File: src/rtl/secded_pkg.sv
package secded_pkg;

    localparam int DW = 64;
    localparam int CW = 8;
    localparam int IW = $clog2(DW);

    // Parity-check masks, entry k drives check bit k.
    localparam logic [DW-1:0] PCM [CW] = '{
        64'hf00fe11e_c33c0ff7,
        64'h00ff00ff_00fff0ff,
        64'h0f0f0f0f_0f0fff00,
        64'h11113333_7777000f,
        64'h22224444_8888222f,
        64'h44448888_ffff4441,
        64'h8888ffff_11118882,
        64'hffff1111_22221114
    };

    typedef enum logic [1:0] {
        SYN_CLEAN = 2'd0,
        SYN_DATA  = 2'd1,
        SYN_CHECK = 2'd2,
        SYN_FATAL = 2'd3
    } syn_class_e;

    typedef enum logic {
        STG_EMPTY = 1'b0,
        STG_FULL  = 1'b1
    } stg_state_e;

endpackage

File: src/rtl/secded_parity.sv
module secded_parity
    import secded_pkg::*;
(
    input  logic [DW-1:0] data,
    output logic [CW-1:0] chk
);

    for (genvar k = 0; k < CW; k++) begin : g_bit
        assign chk[k] = ^(data & PCM[k]);
    end

endmodule

File: src/rtl/secded_locator.sv
module secded_locator
    import secded_pkg::*;
(
    input  logic [CW-1:0] syn,
    output syn_class_e    cls,
    output logic [IW-1:0] idx
);

    logic [CW-1:0] col [DW];
    logic [DW-1:0] hit;

    // Column i of the matrix: bit i of every mask.
    for (genvar i = 0; i < DW; i++) begin : g_col
        for (genvar k = 0; k < CW; k++) begin : g_row
            assign col[i][k] = PCM[k][i];
        end
        assign hit[i] = (syn == col[i]);
    end

    logic [IW-1:0] didx;
    logic [IW-1:0] cidx;

    always_comb begin
        didx = '0;
        for (int i = DW - 1; i >= 0; i--) begin
            if (hit[i]) didx = IW'(i);
        end
    end

    always_comb begin
        cidx = '0;
        for (int k = CW - 1; k >= 0; k--) begin
            if (syn[k]) cidx = IW'(k);
        end
    end

    always_comb begin
        if (syn == '0) begin
            cls = SYN_CLEAN;
            idx = '0;
        end else if (|hit) begin
            cls = SYN_DATA;
            idx = didx;
        end else if ($countones(syn) == 1) begin
            cls = SYN_CHECK;
            idx = cidx;
        end else begin
            cls = SYN_FATAL;
            idx = '0;
        end
    end

endmodule

File: src/rtl/secded_fix.sv
module secded_fix
    import secded_pkg::*;
(
    input  logic [DW-1:0] data,
    input  logic [CW-1:0] chk,
    input  syn_class_e    cls,
    input  logic [IW-1:0] idx,
    output logic [DW-1:0] data_fix,
    output logic [CW-1:0] chk_fix
);

    logic [DW-1:0] dflip;
    logic [CW-1:0] cflip;

    always_comb begin
        dflip = '0;
        cflip = '0;
        unique case (cls)
            SYN_DATA:  dflip = DW'(1) << idx;
            SYN_CHECK: cflip = CW'(1) << idx[$clog2(CW)-1:0];
            SYN_CLEAN,
            SYN_FATAL: ;
        endcase
    end

    assign data_fix = data ^ dflip;
    assign chk_fix  = chk ^ cflip;

endmodule

File: src/rtl/secded_core.sv
module secded_core
    import secded_pkg::*;
#(
    parameter int PIPE = 1
) (
    input  logic        clk,
    input  logic        rst_n,
    input  logic        in_valid,
    input  logic [63:0] in_data,
    input  logic [7:0]  in_check,
    output logic        out_valid,
    output logic [7:0]  out_gen_check,
    output logic [7:0]  out_syndrome,
    output logic [1:0]  out_class,
    output logic [5:0]  out_index,
    output logic [63:0] out_data_fix,
    output logic [7:0]  out_check_fix
);

    logic [CW-1:0] gen_c;
    logic [CW-1:0] syn_c;
    syn_class_e    cls_c;
    logic [IW-1:0] idx_c;
    logic [DW-1:0] dfix_c;
    logic [CW-1:0] cfix_c;

    secded_parity u_parity (
        .data (in_data),
        .chk  (gen_c)
    );

    assign syn_c = gen_c ^ in_check;

    secded_locator u_locator (
        .syn (syn_c),
        .cls (cls_c),
        .idx (idx_c)
    );

    secded_fix u_fix (
        .data     (in_data),
        .chk      (in_check),
        .cls      (cls_c),
        .idx      (idx_c),
        .data_fix (dfix_c),
        .chk_fix  (cfix_c)
    );

    if (PIPE != 0) begin : g_pipe
        stg_state_e    state_q;
        stg_state_e    state_d;
        logic [CW-1:0] gen_q;
        logic [CW-1:0] syn_q;
        syn_class_e    cls_q;
        logic [IW-1:0] idx_q;
        logic [DW-1:0] dfix_q;
        logic [CW-1:0] cfix_q;

        always_ff @(posedge clk) begin
            if (!rst_n) state_q <= STG_EMPTY;
            else        state_q <= state_d;
        end

        always_comb begin
            unique case (state_q)
                STG_EMPTY: state_d = in_valid ? STG_FULL : STG_EMPTY;
                STG_FULL:  state_d = in_valid ? STG_FULL : STG_EMPTY;
            endcase
        end

        always_ff @(posedge clk) begin
            if (!rst_n) begin
                gen_q  <= '0;
                syn_q  <= '0;
                cls_q  <= SYN_CLEAN;
                idx_q  <= '0;
                dfix_q <= '0;
                cfix_q <= '0;
            end else if (in_valid) begin
                gen_q  <= gen_c;
                syn_q  <= syn_c;
                cls_q  <= cls_c;
                idx_q  <= idx_c;
                dfix_q <= dfix_c;
                cfix_q <= cfix_c;
            end
        end

        assign out_valid     = (state_q == STG_FULL);
        assign out_gen_check = gen_q;
        assign out_syndrome  = syn_q;
        assign out_class     = cls_q;
        assign out_index     = idx_q;
        assign out_data_fix  = dfix_q;
        assign out_check_fix = cfix_q;
    end else begin : g_comb
        assign out_valid     = in_valid;
        assign out_gen_check = gen_c;
        assign out_syndrome  = syn_c;
        assign out_class     = cls_c;
        assign out_index     = idx_c;
        assign out_data_fix  = dfix_c;
        assign out_check_fix = cfix_c;
    end

endmodule

File: config.mk
export PLATFORM = sky130hd
export DESIGN_NAME = secded_core
export DESIGN_NICKNAME = d
export VERILOG_FILES = /design/src/rtl/secded_pkg.sv /design/src/rtl/secded_parity.sv /design/src/rtl/secded_locator.sv /design/src/rtl/secded_fix.sv /design/src/rtl/secded_core.sv
export SDC_FILE = /design/constraint.sdc
export NUM_CORES = 1
export LEC_CHECK = 0
export BUFFER_PORTS_ARGS = -buffer_cell sky130_fd_sc_hd__buf_4
export CORE_MARGIN = 4
export CORE_UTILIZATION = 56
export DETAILED_ROUTE_END_ITERATION = 8
export MAX_ROUTING_LAYER = met4
export PLACE_DENSITY = 0.82
export SYNTH_ARGS = -nofsm -noshare
export SYNTH_HDL_FRONTEND = slang
export SYNTH_SLANG_ARGS = --single-unit
File: constraint.sdc
create_clock -name clk -period 7.49 [get_ports clk]
set_clock_uncertainty 0.05 [all_clocks]
set_input_delay 0.3745 -clock clk [delete_from_list [all_inputs] [get_ports clk]]
set_output_delay 0.3745 -clock clk [all_outputs]
set_load 0.01 [all_outputs]
Word-level counts from Yosys, hierarchy flattened
Cells that the tools add are included.

Bits in registers: 97. Latch bits: 0. Memory bits (writable): 0. Memory bits (read-only): 0. Bits of input ports: 75. Logic and storage cells: 177. Memories kept: 0.

Add/sub/neg operators: 7. Multipliers: 0. Div/mod/pow operators: 0. $lt $le $gt $ge: 0. Eq/ne operators: 67. Shift operators: 2. Multiplexer cells: 81. Bitwise logic cells: 3. Reductions and logical operators: 10.

Operators with widths (count): 64-bit XOR reduction (8); 6-bit two-way mux (66); 8-bit equality test, second input constant (28); 8-bit by 7-bit equality test with 1-bit output, second input constant (20); 32-bit adder (3); 8-bit by 6-bit equality test with 1-bit output, second input constant (12); 64-bit two-way mux (1); 64-bit OR reduction (1); 1-bit by 6-bit left shift with 64-bit output, first input constant (1); 64-bit bitwise XOR (1); 32-bit by 2-bit equality test with 1-bit output, second input constant (1); 8-bit by 5-bit equality test with 1-bit output, second input constant (4); 3-bit two-way mux (9); 8-bit bitwise XOR (2); 1-bit by 1-bit adder with 2-bit output (4); 8-bit zero test (1); 8-bit two-way mux (1); 1-bit by 3-bit left shift with 8-bit output, first input constant (1); 2-bit two-way mux (2); 2-bit by 1-bit equality test with 1-bit output, second input constant (1); 2-bit equality test, second input constant (1); 1-bit two-way mux (2).

Depth between registers and ports, before layout
Gate-level depths: netlist of run 1.

Depth after elaboration: 72. Gate-level depth with buffers: 25.

Cells and area by module
Synthesis of run 1 repeated with hierarchy kept, for this count alone.

Cell total of the unflattened synthesis: 828. Area, all modules: 7551.0 um2.

By module, submodules not included: secded_core (instances 1, cells an instance 328, area each 3747.3 um2); secded_fix (instances 1, cells an instance 186, area each 1286.2 um2); secded_locator (instances 1, cells an instance 181, area each 1262.5 um2); secded_parity (instances 1, cells an instance 133, area each 1255.0 um2).

Worst setup path after synthesis of run 1
Ideal clock, no wire load.

Kind: input to register. Start point: input in_data[32]. End point: register g_pipe.dfix_q[16] (netlist: out_data_fix[16]). Arrival time: 5.914 ns. Required time: 7.308 ns. Setup slack: 1.394 ns. Stages on the path: 20. Buffers on the path: 1. Path through: xor2_1 > xnor3_1 > xnor2_1 > xor2_1 > xnor3_1 > xnor2_1 > ha_1 > fa_1 > fa_1 > ha_1 > fa_1 > nor4b_1 > nand4b_1 > nor4_4 > o2111ai_1 > o211ai_1 > clkbuf_1 > nor3_1 > xnor2_1 > a21oi_1.

Cells in the longest elaborated chain, start to end: 72.

RTL lines: start: declaration (line secded_core.sv:9) `input logic [63:0] in_data,`; 64-bit XOR reduction (*) (line secded_parity.sv:9) `assign chk[k] = ^(data & PCM[k]);`; 8-bit bitwise XOR (*) (line secded_core.sv:32) `assign syn_c = gen_c ^ in_check;`; named net syn_c[2] (line secded_core.sv:21) `logic [CW-1:0] syn_c;`; 8-bit equality test (line secded_locator.sv:17) `assign hit[i] = (syn == col[i]);`; 6-bit two-way mux (64 in series) (line secded_locator.sv:26) `if (hit[i]) didx = IW'(i);`; 6-bit two-way mux (line secded_locator.sv:41) `end else if (|hit) begin`; 6-bit two-way mux (line secded_locator.sv:38) `if (syn == '0) begin`; 1-bit by 6-bit left shift with 64-bit output (line secded_fix.sv:19) `SYN_DATA: dflip = DW'(1) << idx;`; 64-bit two-way mux (*) (line secded_fix.sv:18) `unique case (cls)`; 64-bit bitwise XOR (*) (line secded_fix.sv:26) `assign data_fix = data ^ dflip;`; end signal: assignment (line secded_core.sv:84) `dfix_q <= dfix_c;`; end: declaration (line secded_core.sv:56) `logic [DW-1:0] dfix_q;`.

Mark *: on every way through the listed nets, which the timed path passes. The rest lies on a longest branch. A chain may end at the register's enable or synchronous reset.

Worst setup path in the final report of run 1
Start point: input in_data[20]. End point: register g_pipe.dfix_q[57] (netlist: out_data_fix[57]).

Same word-level chain as after synthesis.

==> results_dict.tcl, run 1 <==
set metrics [dict create \
    syn_avg_cell_area_um2 8.12 \
    wl_um 29200 \
    regToRegSetupSlack_ns 6.66 \
    dpl_worst_slack_ns 0.417 \
    coreArea_um2 13400 \
    outcome "finished, final reports clean" \
    worstMarginPinSlew_ns 1.05 \
    hold_start "in_check[0]" \
    critPathLaunchType "input port" \
    synth_edf_count 0 \
    path_class "in -> reg" \
    initial_core_util_pct 57.8 \
    rows 42 \
    critPathMaxStageDelay_ns 0.48 \
    die_h_um 126 \
    end_kind "register" \
    holdBufCountCts 0 \
    cts_buffer_depth 2 \
    dieArea_um2 15800 \
    hold_path.class "in -> reg" \
    dp_hpwl_um 22400 \
    drt_pre_antenna_iters 6 \
    area_growth_syn_to_layout_pct 23.7 \
    crit_chain "buf_4 > xnor2_1 > xnor3_1 > xnor2_1 > xnor3_1 > xnor2_1 > ha_1 > fa_1 > fa_1 > ha_1 > fa_1 > nor4b_1 > buf_4 > nand4b_1 > nor4_4 > o2111ai_1 > buf_4 > o2111ai_1 > buf_4 > nor2_1 > xnor2_1 > a21oi_1" \
    place_area_um2 9280 \
    cts_root_buf "clkbuf_16" \
    dr_total_vias 8211 \
    final_core_util_pct 71.5 \
    track_usage_pct 36.6 \
    cp.required_ns 7.64 \
    seq_area_frac_synth_pct 25.1 \
    overflow 0 \
    holdPathEnd "out_check_fix[0]$_SDFFE_PN0P_" \
    antenna_found_initial 0 \
    cts-resized-gates 0 \
    rsz0062_at_grt "false" \
    drc_errors 0 \
    clkTransAtPathRegs_ns 0.08 \
    postLayoutCellArea_um2 9590 \
    clk_latency_ns 0.36 \
    cts_tree "yes" \
    fp.dieW_um 126 \
    cts_sinks 97 \
    r2r-start "out_gen_check[1]$_SDFFE_PN0P_" \
    post_cts_buffers 0 \
    yosys_warnings 0 \
    cts_max_level 3 \
    rr_endpoint "out_gen_check[1]$_SDFFE_PN0P_" \
    grt_max_degree 97 \
    n_antenna_cell 0 \
    reg2reg_depth 2 \
    synthArstFlopShare_pct 0 \
    ys_ff_latch 97 \
    slew_headroom_pct 29.4 \
    first_global_vias 7523 \
    period_share_pct 91.8 \
    worst_slack_ns 0.613 \
    setup_viol 0 \
    drv_slew 0 \
    cts_buffers 9 \
    holdPathStages 3 \
    max_clock_freq_mhz 145 \
    ant_nets 0 \
    grt_pass1_wl_um 44500 \
    nets 1202 \
    postSynthCellCount 954 \
    io_buffers 171 \
    synth_cell_types 78 \
    drive_gt1_share_pct 22.1 \
    crit_path_max_fanout 8 \
    drt_iter0_markers 1112 \
    via_per_inst 6.37 \
    pin_count 172 \
    crit_arrival_ns 7.03 \
    fillCellCount 1081 \
    syn_area_um2 7750 \
    wl_per_cell_um 22.6 \
    drv_cap 0 \
    gp_congestion 1.06 \
    syn-num-nets 1047 \
    slowest_stage "xnor2_1" \
    tns_ns 0 \
    synth_ff_type "dfxtp_1" \
    finalHoldViolCount 0 \
    period_needed_ns 6.88 \
]
-- cells in the mapped netlist (3+ instances only) --
cell / instances / area share, %
xnor2_1: 136 / 15
dfxtp_1: 97 / 25
a21oi_1: 89 / 5.7
o21ai_0: 85 / 5.5
nor2_1: 77 / 3.7
xor2_1: 57 / 6.4
nand2_1: 52 / 2.5
clkbuf_1: 46 / 2.2
nand3_1: 43 / 2.8
nor3_1: 26 / 1.7
mux2i_1: 23 / 3.0
a211oi_1: 19 / 1.8
inv_1: 16 / 0.78
ha_1: 14 / 2.3
xnor3_1: 14 / 4.1
nand4_1: 13 / 1.0
buf_2: 12 / 0.78
a31oi_1: 11 / 0.89
and2_1: 10 / 0.81
nor4_1: 8 / 0.65
nand3b_1: 7 / 0.68
nand2b_1: 6 / 0.48
fa_1: 4 / 1.0
o22ai_1: 4 / 0.32
a22oi_1: 3 / 0.29
a31o_2: 3 / 0.34
and3_1: 3 / 0.24
buf_4: 3 / 0.29
o2111ai_1: 3 / 0.34
o211ai_1: 3 / 0.29
o221ai_1: 3 / 0.34
o22a_1: 3 / 0.34
o32a_1: 3 / 0.39
-- worst max-delay path by stage --
stage | start | endpoint | slack [ns] | cells past startpoint
global route | in_data[20] | out_data_fix[13]$_SDFFE_PN0P_ | 0.26 | 21
CTS | in_data[20] | out_data_fix[57]$_SDFFE_PN0P_ | 0.75 | 22
floorplan | in_data[32] | out_data_fix[16]$_SDFFE_PN0P_ | 1.39 | 20
finish | in_data[20] | out_data_fix[57]$_SDFFE_PN0P_ | 0.61 | 22
global placement | in_data[20] | out_data_fix[57]$_SDFFE_PN0P_ | 0.53 | 22
detailed placement | in_data[20] | out_data_fix[57]$_SDFFE_PN0P_ | 0.42 | 22
-- stage by stage --
stage          std cells  hold slack [ns]
2_1_floorplan        954            0.440
3_3_place_gp        1274            0.405
3_5_place_dp        1274            0.418
4_1_cts             1290            0.280
5_1_grt             1290            0.297
6_report            1290            0.279
-- flip-flops by register name, indices dropped and copies added (netlist names) --
name	flops
out_class	2
out_index	6
out_syndrome	8
out_check_fix	8
out_data_fix	64
out_valid	1
out_gen_check	8
-- kinds of logic (layout without fill, tap and decap cells) --
kind of cell | count (synthesis) | after routing | share of synthesized area, %
AND/OR/NAND/NOR | 263 | 263 | 16.7
AO/OA/AOI/OAI | 260 | 260 | 20.4
XOR/XNOR | 211 | 211 | 27.1
flip-flops | 97 | 97 | 25.1
buffers and inverters | 80 | 240 | 4.21
multiplexers | 25 | 25 | 3.26
adder cells (fa/ha/maj) | 18 | 18 | 3.29
-- worst max-delay path, delay by kind of cell --
family / cells / cell delay, ns
xor gates and xnor gates: 6 / 2.32
adders and majority gates: 5 / 2.07
AOI/OAI and AO/OA: 3 / 0.64
buffers and inverters: 4 / 0.79
and+or+nand+nor: 4 / 0.80
-- cells in the final DEF, fill, tap and decap left out, types with 3 or more instances in the layout --
master     count
a211oi_1      19
a21oi_1       89
a22oi_1        3
a31o_2         3
a31oi_1       11
and2_1        10
and3_1         3
buf_4        205
clkbuf_16      9
dfxtp_1       97
fa_1           4
ha_1          14
inv_1         16
mux2i_1       23
nand2_1       52
nand2b_1       6
nand3_1       43
nand3b_1       7
nand4_1       13
nor2_1        77
nor3_1        26
nor4_1         8
o2111ai_1      3
o211ai_1       3
o21ai_0       85
o221ai_1       3
o22a_1         3
o22ai_1        4
o32a_1         3
xnor2_1      136
xnor3_1       14
xor2_1        57
-- metal layers --
metal | vias to the layer above | routed length (um) | track usage [%]
li1 | 3675 | - | -
met1 | 3821 | 11900 | 51.4
met2 | 639 | 12400 | 51.1
met3 | 76 | 3880 | 9.31
met4 | 0 | 953 | 12.6
met5 | - | 0 | -
-- area by class of cell --
type	count	area, um^2	area share (%)
multi-input cells	777	5490	57.3
flip-flops and latches	97	1940	20.3
repair buffers	206	1560	16.3
clock buffers	9	225	2.35
well taps	176	220	2.30
clock inverters	7	81.3	0.848
inverters	18	67.6	0.705
Power of run 1 is not shown: default switching activity piles up to over one toggle a cycle in this logic, so the estimate is an artifact.
==> run 2, diff against run 1 <==
--- a/config.mk
+++ b/config.mk
@@ -10,7 +10,7 @@
 export CORE_UTILIZATION = 56
 export DETAILED_ROUTE_END_ITERATION = 8
 export MAX_ROUTING_LAYER = met4
-export PLACE_DENSITY = 0.82
+export PLACE_DENSITY = 0.9
 export SYNTH_ARGS = -nofsm -noshare
 export SYNTH_HDL_FRONTEND = slang
 export SYNTH_SLANG_ARGS = --single-unit
==> run 2 against run 1 <==
Register-to-register slack worse by 0.05 ns. Core utilization is 0.47 points lower. Final cell count is 0.85% lower. Flip-flop and latch count stayed put. Largest cell class unchanged. Setup slack worse by 0.21 ns. Critical path type unchanged. Maximum frequency is 2.9% lower.
==> results_dict.tcl, run 2 (synthesis results as in run 1) <==
set metrics [dict create \
    worstMarginPinSlew_ns 1.09 \
    ant_nets 0 \
    clk_latency_ns 0.36 \
    holdBufCountCts 0 \
    gp_congestion 1.04 \
    drt_iter0_markers 1258 \
    period_needed_ns 7.09 \
    crit_arrival_ns 7.24 \
    drv_slew 0 \
    grt_max_degree 97 \
    dr_total_vias 8496 \
    first_global_vias 7929 \
    final_core_util_pct 71.1 \
    fp.dieW_um 126 \
    final_common_cell "buf_4" \
    max_clock_freq_mhz 141 \
    pin_count 172 \
    wl_um 30600 \
    finalHoldViolCount 0 \
    io_buffers 171 \
    antenna_found_initial 0 \
    nets 1191 \
    overflow 0 \
    worst_slack_ns 0.405 \
    crit_path_max_fanout 8 \
    drive_gt1_share_pct 21.3 \
    cp.required_ns 7.64 \
    track_usage_pct 38.1 \
    post_cts_buffers 0 \
    drt_pre_antenna_iters 8 \
    rows 42 \
    dp_hpwl_um 22600 \
    period_share_pct 94.6 \
    coreArea_um2 13400 \
    wl_per_cell_um 23.9 \
    drc_errors 0 \
    area_growth_syn_to_layout_pct 22.9 \
    cts_tree "yes" \
    cts_max_level 3 \
    via_per_inst 6.64 \
    initial_core_util_pct 57.8 \
    cts_buffers 9 \
    critPathLaunchType "input port" \
    hold_path.class "in -> reg" \
    n_antenna_cell 0 \
    cts_root_buf "clkbuf_16" \
    rsz0062_at_grt "false" \
    dpl_worst_slack_ns 0.399 \
    drv_cap 0 \
    die_h_um 126 \
    path_class "in -> reg" \
    slew_headroom_pct 27.1 \
    clkTransAtPathRegs_ns 0.08 \
    tns_ns 0 \
    cts_sinks 97 \
    largest_reg_flops 64 \
    dieArea_um2 15800 \
    setup_viol 0 \
    cts_buffer_depth 2 \
    timing.hold.ws_ns 0.270 \
    final_cell_mix "194 x buf_4, 136 x xnor2_1, 97 x dfxtp_1" \
    cts-resized-gates 0 \
    grt_pass1_wl_um 46500 \
    outcome "finished, final reports clean" \
    end_kind "register" \
]
==> run 2: changes by cell type in the layout (fill, tap and decap cells not counted), sizes merged <==
cell,delta
buf,-11
inv,-1
clkinvlp,+1
bufinv,+1
clkinv,-1
==> run 2: per-layer routing <==
| layer | vias up | global-route usage, % | wire [um] |
|---|---|---|---|
| met1 | 3950 | 51.9 | 11900 |
| met5 | - | - | 0 |
| met2 | 763 | 54.3 | 13200 |
| met4 | 0 | 14.5 | 1250 |
| li1 | 3663 | - | - |
| met3 | 120 | 9.99 | 4300 |
==> run 2: worst paths after layout <==
path | startpoint | end | slack (ns) | cells after the start
setup / recovery | in_data[24] | out_data_fix[9]$_SDFFE_PN0P_ | 0.40 | 22
hold reg to reg | out_index[5]$_SDFFE_PN0P_ | out_index[5]$_SDFFE_PN0P_ | 0.43 | 2
setup reg to reg | out_data_fix[62]$_SDFFE_PN0P_ | out_data_fix[62]$_SDFFE_PN0P_ | 6.61 | 2
hold / removal | in_check[3] | out_check_fix[3]$_SDFFE_PN0P_ | 0.27 | 3
==> run 2: worst max-delay path, stage by stage <==
cell	delay (ns)
buf_4	0.14
xnor2_1	0.34
xnor2_1	0.14
xnor2_1	0.50
xnor2_1	0.28
xnor3_1	0.47
xnor2_1	0.47
ha_1	0.48
fa_1	0.50
fa_1	0.47
ha_1	0.23
fa_1	0.44
nor4b_1	0.29
buf_4	0.18
nand4b_1	0.16
nor4_4	0.28
a211oi_2	0.23
inv_1	0.25
o2111ai_1	0.43
nor2_1	0.31
xnor2_1	0.17
a21oi_1	0.10
==> run 2: metrics by stage <==
stage	area, um^2	cells
after floorplan	7750	954
after global placement	9200	1263
after detailed placement	9200	1263
after CTS	9520	1279
after global routing	9520	1279
final	9520	1279
==> run 2: final cells by class <==
cell class                 instances  area (um^2)
clock buffer                       9          225
clock inverter                     7          101
fill                             976         3880
inverter                          18         67.6
multi-input combinational        777         5490
sequential                        97         1940
tap                              176          220
timing repair buffer             195         1480
Power of run 2 is left out for the same reason.
==> run 3, diff against run 2 <==
--- a/config.mk
+++ b/config.mk
@@ -5,12 +5,12 @@
 export SDC_FILE = /design/constraint.sdc
 export NUM_CORES = 1
 export LEC_CHECK = 0
-export BUFFER_PORTS_ARGS = -buffer_cell sky130_fd_sc_hd__buf_4
 export CORE_MARGIN = 4
-export CORE_UTILIZATION = 56
+export CORE_UTILIZATION = 65
 export DETAILED_ROUTE_END_ITERATION = 8
+export DONT_BUFFER_PORTS = 1
 export MAX_ROUTING_LAYER = met4
-export PLACE_DENSITY = 0.9
+export PLACE_DENSITY = 0.89
 export SYNTH_ARGS = -nofsm -noshare
 export SYNTH_HDL_FRONTEND = slang
 export SYNTH_SLANG_ARGS = --single-unit
==> run 3 against run 2 <==
Final cell count is 16% lower. Via count fell by 10%. Maximum frequency grew 5.2%. Cell area is 14% lower. Worst hold slack worse by 0.21 ns. First-iteration DRC count rose by 3.7%. Critical path depth fell by 3. Sequential share of layout area is 3.4 points higher. Flip-flop and latch count unchanged.
==> results_dict.tcl, run 3 (synthesis results as in run 1) <==
set metrics [dict create \
    outcome "finished, final reports clean" \
    cts_root_buf "clkbuf_16" \
    dp_hpwl_um 20500 \
    ant_nets 0 \
    cp.required_ns 7.68 \
    regToRegSetupSlack_ns 6.58 \
    post_cts_buffers 0 \
    cts_sinks 97 \
    drt_pre_antenna_iters 6 \
    rsz0062_at_grt "false" \
    holdPathEnd "out_data_fix[46]$_SDFFE_PN0P_" \
    maxUsedRoutingLayer "met4" \
    nets 1023 \
    setup_viol 0 \
    holdBufCountCts 0 \
    cts_buffers 9 \
    slew_headroom_pct 32.3 \
    track_usage_pct 40.2 \
    cts-resized-gates 0 \
    path_class "in -> reg" \
    fp.dieW_um 117 \
    clkTransAtPathRegs_ns 0.07 \
    critPathMaxStageDelay_ns 0.57 \
    period_share_pct 90.0 \
    r2r-start "out_gen_check[6]$_SDFFE_PN0P_" \
    clk_latency_ns 0.36 \
    crit_chain "xor2_1 > xnor3_1 > xnor2_1 > xnor3_1 > xnor2_1 > ha_1 > fa_1 > fa_1 > ha_1 > fa_1 > nor4b_1 > nand4b_1 > nor4_4 > o2111ai_1 > o21ai_2 > buf_4 > nand4_1 > xor2_1 > a21oi_1" \
    wirelength_met1_um 10600 \
    cts_buffer_depth 2 \
    final_common_cell "xnor2_1" \
    period_needed_ns 6.74 \
    end_kind "register" \
    final_cell_mix "136 x xnor2_1, 97 x dfxtp_1, 89 x a21oi_1" \
    antenna_found_initial 0 \
    wl_met3_um 4670 \
    cpLargestDelayFamily "XOR/XNOR gates" \
    finalHoldViolCount 0 \
    wl_um 27600 \
    largest_reg_flops 64 \
    grt_pass1_wl_um 40400 \
    rr_endpoint "out_gen_check[6]$_SDFFE_PN0P_" \
    area_growth_syn_to_layout_pct 5.55 \
    tns_ns 0 \
    pin_count 172 \
    overflow 0 \
    crit_path_max_fanout 16 \
    drt_iter0_markers 1304 \
    coreArea_um2 11600 \
    dr_total_vias 7614 \
    worstMarginPinSlew_ns 1.01 \
    drv_cap 0 \
    hold_start "in_valid" \
    wl_met2_um 11600 \
    cts_max_level 3 \
    critPathLaunchType "input port" \
    drive_gt1_share_pct 6.96 \
    dieArea_um2 13700 \
    worstPathBufferInverterCount 1 \
    crit_arrival_ns 6.93 \
    drv_slew 0 \
    hold_path.class "in -> reg" \
    n_antenna_cell 0 \
    initial_core_util_pct 67.0 \
    max_clock_freq_mhz 148 \
    slowest_stage "xnor3_1" \
    wl_per_cell_um 25.6 \
    io_buffers 0 \
    first_global_vias 6900 \
    via_per_inst 7.07 \
    holdPathStages 1 \
    grt_max_degree 181 \
    crit_top_cell "fa_1" \
    rows 39 \
    cts_tree "yes" \
    gp_congestion 1.00 \
    die_h_um 117 \
    reg2reg_depth 2 \
    drc_errors 0 \
]
==> run 3: worst reg2reg max path, cell delays in order (launching register included) <==
cell	delay, ns
dfxtp_1	0.48
nor2_1	0.08
a211oi_1	0.20
==> run 3: through the flow <==
step | setup slack (ns) | std cells | instance area [um^2] | hold slack (ns) | util [%]
after floorplan | 1.39 | 954 | 7750 | 0.440 | -
after global placement | 0.757 | 1062 | 7880 | 0.424 | 68.2
after detailed placement | 0.663 | 1062 | 7880 | 0.426 | 68.2
after CTS | 0.917 | 1077 | 8180 | 0.0542 | 70.7
after global routing | 0.533 | 1077 | 8180 | 0.0537 | 70.7
final | 0.752 | 1077 | 8180 | 0.0591 | 70.7
==> run 3: cell type report <==
class	count	area [um^2]
clock buffer	11	243
clock inverter	4	53.8
fill	884	3390
inverter	18	67.6
multi-input combinational	777	5490
sequential	97	1940
tap	143	179
timing repair buffer	27	203
==> run 3: worst max-delay path by stage <==
stage | startpoint | depth (start not counted) | endpoint | slack (ns)
detailed placement | in_data[21] | 20 | out_data_fix[45]$_SDFFE_PN0P_ | 0.66
global route | in_data[32] | 20 | out_check_fix[3]$_SDFFE_PN0P_ | 0.53
finish | in_data[21] | 19 | out_data_fix[20]$_SDFFE_PN0P_ | 0.75
CTS | in_data[21] | 21 | out_data_fix[20]$_SDFFE_PN0P_ | 0.92
global placement | in_data[20] | 19 | out_check_fix[3]$_SDFFE_PN0P_ | 0.76
floorplan | in_data[32] | 20 | out_data_fix[16]$_SDFFE_PN0P_ | 1.39
==> run 3: per-layer routing <==
layer,GRT usage (%),vias up
li1,-,3326
met1,54.7,3529
met2,55.1,669
met3,15.0,90
met4,12.7,0
met5,-,-
Power of run 3 is left out for the same reason.
